<file path="src/rtl/irq_cap_pkg.sv">
package irq_cap_pkg;

  typedef enum logic {
    SENSE_LEVEL = 1'b0,
    SENSE_EDGE  = 1'b1
  } sense_e;

  // Reset value of the raw synchronizer chain. Edge lanes start at the active
  // raw level so that a line held active through reset shows no edge.
  // Level lanes start at the inactive raw level so they record nothing.
  function automatic logic sync_rst_val(input logic is_edge, input logic act_low);
    return is_edge ? ~act_low : act_low;
  endfunction

endpackage

</file>
<file path="src/rtl/irq_sync.sv">
module irq_sync #(
  parameter int   STAGES  = 2,
  parameter logic RST_VAL = 1'b0
) (
  input  logic clk,
  input  logic rst_n,
  input  logic d,
  output logic q
);
  logic [STAGES-1:0] chain;

  always_ff @(posedge clk or negedge rst_n) begin
    if (!rst_n) chain <= {STAGES{RST_VAL}};
    else        chain <= {chain[STAGES-2:0], d};
  end

  assign q = chain[STAGES-1];
endmodule

</file>
<file path="src/rtl/irq_lane.sv">
module irq_lane
  import irq_cap_pkg::*;
#(
  parameter sense_e SENSE       = SENSE_LEVEL,
  parameter logic   ACT_LOW     = 1'b0,
  parameter logic   ASYNC       = 1'b0,
  parameter int     SYNC_STAGES = 2
) (
  input  logic clk,
  input  logic rst_n,
  input  logic raw,
  input  logic clr,
  output logic status,
  output logic fresh
);
  localparam logic IS_EDGE = (SENSE == SENSE_EDGE);
  localparam logic SYNC_RV = sync_rst_val(IS_EDGE, ACT_LOW);

  logic samp;
  logic act;
  logic hit;

  // input sampling: synchronized or direct
  generate
    if (ASYNC) begin : g_sync
      irq_sync #(.STAGES(SYNC_STAGES), .RST_VAL(SYNC_RV)) u_sync (
        .clk(clk), .rst_n(rst_n), .d(raw), .q(samp)
      );
    end else begin : g_direct
      assign samp = raw;
    end
  endgenerate

  // normalize so that 1 always means active
  assign act = samp ^ ACT_LOW;

  // detection
  generate
    if (IS_EDGE) begin : g_edge
      logic hist;
      always_ff @(posedge clk or negedge rst_n) begin
        if (!rst_n) hist <= 1'b1;
        else        hist <= act;
      end
      assign hit = act & ~hist;
    end else begin : g_level
      assign hit = act;
    end
  endgenerate

  // sticky hold with clear precedence
  always_ff @(posedge clk or negedge rst_n) begin
    if (!rst_n) begin
      status <= 1'b0;
      fresh  <= 1'b0;
    end else begin
      status <= clr ? 1'b0 : (status | hit);
      fresh  <= ~clr & ~status & hit;
    end
  end
endmodule

</file>
<file path="src/rtl/irq_capture.sv">
module irq_capture
  import irq_cap_pkg::*;
#(
  parameter int               N_IRQ       = 8,
  parameter logic [N_IRQ-1:0] EDGE_SEL    = 8'hF0,
  parameter logic [N_IRQ-1:0] ACT_LOW     = 8'hCC,
  parameter logic [N_IRQ-1:0] ASYNC_SEL   = 8'hAA,
  parameter int               SYNC_STAGES = 2
) (
  input  logic             clk,
  input  logic             rst_n,
  input  logic [N_IRQ-1:0] irq_in,
  input  logic [N_IRQ-1:0] irq_clr,
  output logic [N_IRQ-1:0] irq_status,
  output logic [N_IRQ-1:0] irq_new
);
  generate
    for (genvar i = 0; i < N_IRQ; i++) begin : g_lane
      localparam sense_e LSENSE = EDGE_SEL[i] ? SENSE_EDGE : SENSE_LEVEL;
      irq_lane #(
        .SENSE      (LSENSE),
        .ACT_LOW    (ACT_LOW[i]),
        .ASYNC      (ASYNC_SEL[i]),
        .SYNC_STAGES(SYNC_STAGES)
      ) u_lane (
        .clk   (clk),
        .rst_n (rst_n),
        .raw   (irq_in[i]),
        .clr   (irq_clr[i]),
        .status(irq_status[i]),
        .fresh (irq_new[i])
      );
    end
  endgenerate
endmodule

</file>
<file path="config.mk">
export PLATFORM = sky130hd
export DESIGN_NAME = irq_capture
export DESIGN_NICKNAME = d
export VERILOG_FILES = /design/src/rtl/irq_cap_pkg.sv /design/src/rtl/irq_sync.sv /design/src/rtl/irq_lane.sv /design/src/rtl/irq_capture.sv
export SDC_FILE = /design/constraint.sdc
export NUM_CORES = 1
export LEC_CHECK = 0
export BUFFER_PORTS_ARGS = -buffer_cell sky130_fd_sc_hd__buf_4
export CAP_MARGIN = 20
export CORE_UTILIZATION = 50
export CTS_CLUSTER_DIAMETER = 40
export DETAILED_ROUTE_END_ITERATION = 7
export PLACE_DENSITY = 0.83
export SETUP_SLACK_MARGIN = 0.15
export SYNTH_ARGS = -nofsm -noshare
export SYNTH_HDL_FRONTEND = slang
export SYNTH_SLANG_ARGS = --single-unit
</file>
<file path="constraint.sdc">
create_clock -name clk -period 1.4 [get_ports clk]
set_input_delay 0.14 -clock clk [delete_from_list [all_inputs] [get_ports clk]]
set_output_delay 0.14 -clock clk [all_outputs]
set_load 0.01 [all_outputs]
</file>
==> impl_results.md, run 1 <==
- Drt via density: 4.489
- Outcome: completed
- Setup WS pre-CTS: 526.2 ps
- Initial antenna violation count: 0
- Yosys top cell by area: dfrtp_1
- Pin count of the biggest net entering global routing: 29
- Setup crit start: irq_in[2]
- Drt pass-1 iters: 2
- Leak: 0.0006668 uW
- Power Total: 1425 uW
- Syn nets: 90
- Chip Width: 46.46 microns
- DR DRC count: 0
- Top cells by count, synth: dfrtp_1, buf_4, dfstp_2
- Crit Reg-Reg Startpoint: g_lane[2].u_lane.status
- CTS Buffer Depth: 2
- Gpl congestion: 0.5742
- Hold EP: g_lane[0].u_lane.status
- Worst EP arrival: 1510 ps
- Ant diodes: 0
- Vias in the first global route: 607
- # fillers: 111
- Cell mode on critical path: dlygate4sd3_1
- CP Launch Type: input pin
- Worst-Margin Slew: 331.2 ps
- Kind of critical path: input pin to register
- Max_cap viols: 0
- Average wire per cell in the routed design: 11.77 microns
- Boundary Pins: 34
- Power density cells: 1049 nW/um^2
- Crit. End Element: register
- Post-CTS Setup Repair Bufs: 0
- Synth unique cells: 11
- ANT nets after route: 0
- Met2 Use GR: 0.3083
- Worst R2R Path Depth: 2
- Count leader, synth: dfrtp_1
- CTS tree: built
- Final wirelength: 1589 microns
- Critical path buffer and inverter count: 3
- Post-route worst setup slack: 135.9 ps
- Min-Delay Path Depth: 3
- Final setup viols: 0
- Number of flops mapped to enable cells by yosys: 0
- Finished Layout Cells: 135
- Setup TNS: 0 ps
- CP required: 1640 ps
- Min-Delay Path Class: input pin to register
- RSZ-0062 raised after global routing: false
- Flip-flop and latch count after synthesis: 28
- Area contributors post-synth: dfrtp_1, dfstp_2, buf_4
- Die Height: 46.46 microns
- P&R area growth vs syn: 37.47%
- Reg2Reg Setup Slack: 170 ps
- Port bufs: 33
- Share of synthesized registers carrying an async set or reset: 1.000
- Top_reg_cell synth: dfrtp_1
- GR peak layer: met2
- Worst Path Max Fanout: 2
- Post-synth top area share: 0.5063
- Layout cells sized above 1: 0.4364
- Area after DPL: 1147 sq um
- Slew Limit Fails: 0
- Met1 Use GR: 0.1926
- Final instance area: 1359 sq um
- Number of clock sinks: 28
- Clk_skew: 7.976 ps
- Cells after Synth: 72
- Nets: 129
- GR Layer Usage met3: 0.03529
- Placed cell count: 114
- First-pass GRT wire length: 2463 microns
- Initial Util: 0.5544
- CP peak stage delay: 580 ps
- # rows: 15
- Post-Syn Area: 988.4 sq um
- Total GRT Usage: 0.1685
- CP top delay family: buffers and inverters
- Later-pin clock latency in the skew report: 300 ps
- Full die area: 2159 sq um
- 1st-iter DRT viols: 2
- Clock transition at path regs: 130 ps
- Hpwl dp: 974.2 microns
- Worst Min Path Start: irq_in[0]
- CTS HTree Levels: 1
- Gr ovfl total: 0
- Via count: 606
- Max Freq: 791.1 MHz
- Cells along the critical path: dlygate4sd3_1 -> buf_4 -> nor3_2 -> dlygate4sd3_1
- Fin crit period: 1264 ps
- Relative slew slack: 0.7792
- Seq/Total Area, Yosys: 0.7190
- Core area: 1783 sq um
- Root buf cell: clkbuf_4
- Max stage delay cell, worst path: dlygate4sd3_1
- Syn_area_per_cell: 13.73 sq um
- Final Hold Violating Endpoints: 0
- Reg-to-reg critical path endpoint: g_lane[2].u_lane.fresh
- Clock buffer count from CTS: 3
- YS warnings: 0
- Fin crit share: 0.9029
- Peak VDD IR: 757.1 uV
-- what timing repair did --
action | in CTS | in global routing
hold buffers | 17 | 0
gates resized for setup | 0 | 1
setup endpoints to repair | 0 | 1
endpoints found under the hold margin | 42 | 0
-- sequential cells by signal, summed over array words and instances (netlist names) --
signal / cells
g_lane.u_lane.fresh: 8
g_lane.u_lane.g_sync.u_sync.chain: 8
g_lane.u_lane.g_edge.hist: 4
g_lane.u_lane.status: 8
-- kinds of logic (layout without fill, tap and decap cells) --
kind of cell	count (synthesis)	count (layout)	synth area share
AOI/OAI and AO/OA	6	6	0.04051
buffers and inverters	22	60	0.1443
DFF	28	28	0.7190
and+or+nand+nor	16	16	0.09619
-- metal layers --
metal,vias up,part of all wire
met5,-,0
met4,0,0.0082
met3,2,0.060
met2,26,0.54
met1,286,0.39
li1,292,-
-- worst max path at each step --
stage	slack, ps	depth (start not counted)	end
2_1_floorplan	630	2	g_lane[4].u_lane.status
3_3_place_gp	630	2	g_lane[5].u_lane.status
3_5_place_dp	530	2	g_lane[5].u_lane.fresh
4_1_cts	180	4	g_lane[2].u_lane.fresh
5_1_grt	130	2	g_lane[2].u_lane.fresh
6_report	140	4	g_lane[2].u_lane.fresh
-- metrics by stage --
| step | utilization | hold slack, ps |
|---|---|---|
| CTS | 0.7593 | 44.93 |
| global placement | 0.6435 | 66.37 |
| floorplan | - | -155.6 |
| detailed placement | 0.6435 | 69.04 |
| finish | 0.7621 | 51.41 |
| global route | 0.7621 | 27.97 |
-- power breakdown --
group	internal (uW)	leakage, uW	switching (uW)	total, uW
Clock	158	0.0000210	203	361
Combinational	109	0.000305	69.5	179
Sequential	861	0.000340	24.1	885
-- cells in the final DEF, fill, tap and decap left out --
master          n
buf_4          33
dfrtp_1        20
dlygate4sd3_1  17
dfstp_2         8
inv_1           6
nor2_1          6
a21oi_1         4
nor3_1          3
clkbuf_4        3
nand2b_1        2
o21ba_1         2
nor4_2          2
nor3b_1         2
nor3_2          1
clkbuf_8        1
-- worst min-delay path: stages --
cell	delay, ps
buf_4	80
nor2_1	30
nor2_1	70
-- area by class of cell --
class	count	area [sq um]	share of cell area
sequential	28	710.7	0.5230
inverter	6	22.52	0.01657
tap	25	31.28	0.02302
multi-input combinational	22	140.1	0.1031
timing repair buffer	50	417.9	0.3076
clock buffer	4	36.28	0.02670
(Power assumes the default switching activity.)
==> run 2: changes to the inputs <==
--- a/config.mk
+++ b/config.mk
@@ -10,6 +10,8 @@
 export CORE_UTILIZATION = 50
 export CTS_CLUSTER_DIAMETER = 40
 export DETAILED_ROUTE_END_ITERATION = 7
+export GPL_TIMING_DRIVEN = 0
+export MAX_ROUTING_LAYER = met4
 export PLACE_DENSITY = 0.83
 export SETUP_SLACK_MARGIN = 0.15
 export SYNTH_ARGS = -nofsm -noshare
==> impl_results.md, run 2 (synthesis gave the netlist of run 1 again) <==
- Outcome: completed
- Relative slew slack: 0.7810 (+0.001779)
- Worst R2R Path Depth: 3 (+1)
- Setup crit start: irq_clr[2]
- Clk_skew: 6.011 ps (-1.965 ps)
- Fin crit share: 0.8581 (-0.04482)
- CP Launch Type: input pin
- Max Freq: 832.4 MHz (+5.2%)
- Vias in the first global route: 698 (+15%)
- Setup WS pre-CTS: 595.7 ps (+69.55 ps)
- Power density cells: 1075 nW/um^2 (+2.5%)
- CP required: 1660 ps (+20 ps)
- Worst Path Max Fanout: 2 (unchanged)
- Clock transition at path regs: 130 ps (about the same)
- Pin count of the biggest net entering global routing: 29 (unchanged)
- Min-Delay Path Depth: 3 (unchanged)
- CTS HTree Levels: 1 (unchanged)
- Final setup viols: 0 (unchanged)
- Reg-to-reg critical path endpoint: g_lane[2].u_lane.status
- # fillers: 103 (-7.2%)
- Layout cells sized above 1: 0.5079 (+0.07157)
- Chip Width: 46.46 microns (unchanged)
- Power Total: 1609 uW (+13%)
- Drt via density: 4.377 (-2.5%)
- Kind of critical path: input pin to register
- RSZ-0062 raised after global routing: false
- Core area: 1783 sq um (unchanged)
- Nets: 145 (+12%)
- Crit. End Element: register
- Worst Min Path Start: irq_in[0]
- Number of clock sinks: 28 (unchanged)
- CTS Buffer Depth: 2 (unchanged)
- Gpl congestion: 0.6124 (+6.7%)
- Gr ovfl total: 0 (unchanged)
- Hpwl dp: 1112 microns (+14%)
- Full die area: 2159 sq um (unchanged)
- Fin crit period: 1201 ps (-62.75 ps)
- ANT nets after route: 0 (unchanged)
- Via count: 661 (+9.1%)
- Final Hold Violating Endpoints: 0 (unchanged)
- Post-route worst setup slack: 198.7 ps (+62.75 ps)
- Critical Path End: g_lane[2].u_lane.status
- Max_cap viols: 0 (unchanged)
- P&R area growth vs syn: 51.39%
- Total GRT Usage: 0.1926 (+0.02413)
- Worst EP arrival: 1460 ps (-50 ps)
- Most common cell after layout, fill and taps aside: buf_4
- DR DRC count: 0 (unchanged)
- Later-pin clock latency in the skew report: 310 ps (about the same)
- Crit Reg-Reg Startpoint: g_lane[2].u_lane.status
- Min-Delay Path Class: input pin to register
- Setup TNS: 0 ps (unchanged)
- Die Height: 46.46 microns (unchanged)
- Ant diodes: 0 (unchanged)
- Peak VDD IR: 708.2 uV (-6.5%)
- Worst-Margin Slew: 328.5 ps (-2.669 ps)
- Reg2Reg Setup Slack: 200 ps (+30 ps)
- Clock buffer count from CTS: 3 (unchanged)
- First-pass GRT wire length: 2711 microns (+10%)
- Average wire per cell in the routed design: 11.31 microns (-3.9%)
- Final wirelength: 1708 microns (+7.5%)
- Slew Limit Fails: 0 (unchanged)
- Boundary Pins: 34 (unchanged)
- 1st-iter DRT viols: 3 (+1)
- Root buf cell: clkbuf_4
- Drt pass-1 iters: 3 (+1)
- Port bufs: 33 (unchanged)
- Biggest regs: g_lane.u_lane.fresh x8, g_lane.u_lane.status x8, g_lane.u_lane.g_sync.u_sync.chain x8
- Most frequent cells in the layout: buf_4, dfrtp_1, dlygate4sd3_1
- Leak: 0.0007637 uW (+15%)
- Initial antenna violation count: 0 (unchanged)
- Initial Util: 0.5544 (unchanged)
- # rows: 15 (unchanged)
- CTS tree: built
-- run 2: cell count changes in the layout (fill, tap and decap cells not counted), sizes merged --
cell          change
buf              +16
bufinv            +1
clkbuf            -1
dlygate4sd3       -1
dlymetal6s4s      +1
-- run 2: per-layer routing --
layer | up-vias | share of wire | routed length (microns) | global-route usage
li1 | 318 | - | - | -
met1 | 315 | 0.38 | 645 | 0.1878
met2 | 26 | 0.57 | 970 | 0.3750
met3 | 2 | 0.049 | 84 | 0.02353
met4 | 0 | 0.0047 | 8 | 0.07059
met5 | - | 0 | 0 | -
-- run 2: stage by stage --
stage | cells | cell area, sq um | hold slack (ps) | util
6_report | 151 | 1496 | 42.24 | 0.8393
5_1_grt | 151 | 1496 | 53.07 | 0.8393
4_1_cts | 151 | 1490 | 33.79 | 0.8358
3_5_place_dp | 130 | 1267 | 66.36 | 0.7109
3_3_place_gp | 130 | 1267 | 65.28 | 0.7109
2_1_floorplan | 72 | 988.4 | -155.6 | -
-- run 2: worst max-delay path, cell delays in order --
cell and delay [ps]:
dlygate4sd3_1 540, buf_4 140, a21oi_2 90, dlygate4sd3_1 540
-- run 2: power by group --
| group | internal [uW] | switching, uW |
|---|---|---|
| Combinational | 140 | 77.9 |
| Clock | 289 | 217 |
| Sequential | 861 | 23.5 |
| Total | 1290 | 318 |
-- run 2: layout make-up --
| cell class | count | area [sq um] | share of cell area |
|---|---|---|---|
| flip-flops and latches | 28 | 710.7 | 0.4749 |
| repair buffers | 50 | 420.4 | 0.2809 |
| multi-input cells | 22 | 138.9 | 0.09281 |
| plain buffers | 16 | 120.1 | 0.08027 |
| well taps | 25 | 31.28 | 0.02090 |
| clock inverters | 1 | 30.03 | 0.02007 |
| clock buffers | 3 | 22.52 | 0.01505 |
| inverters | 6 | 22.52 | 0.01505 |
-- run 2: repair_timing --
action	in CTS	in global routing
endpoints found under the setup margin	0	1
endpoints found under the hold margin	50	0
gates resized for setup	0	2
buffers inserted	0	0
hold buffers	17	0
-- run 2: worst min path at each step --
stage | to | slack [ps]
after detailed placement | g_lane[3].u_lane.fresh | 70
after global routing | g_lane[0].u_lane.status | 50
after global placement | g_lane[7].u_lane.fresh | 70
after CTS | g_lane[0].u_lane.status | 30
after floorplan | g_lane[0].u_lane.fresh | -160
final | g_lane[0].u_lane.status | 40
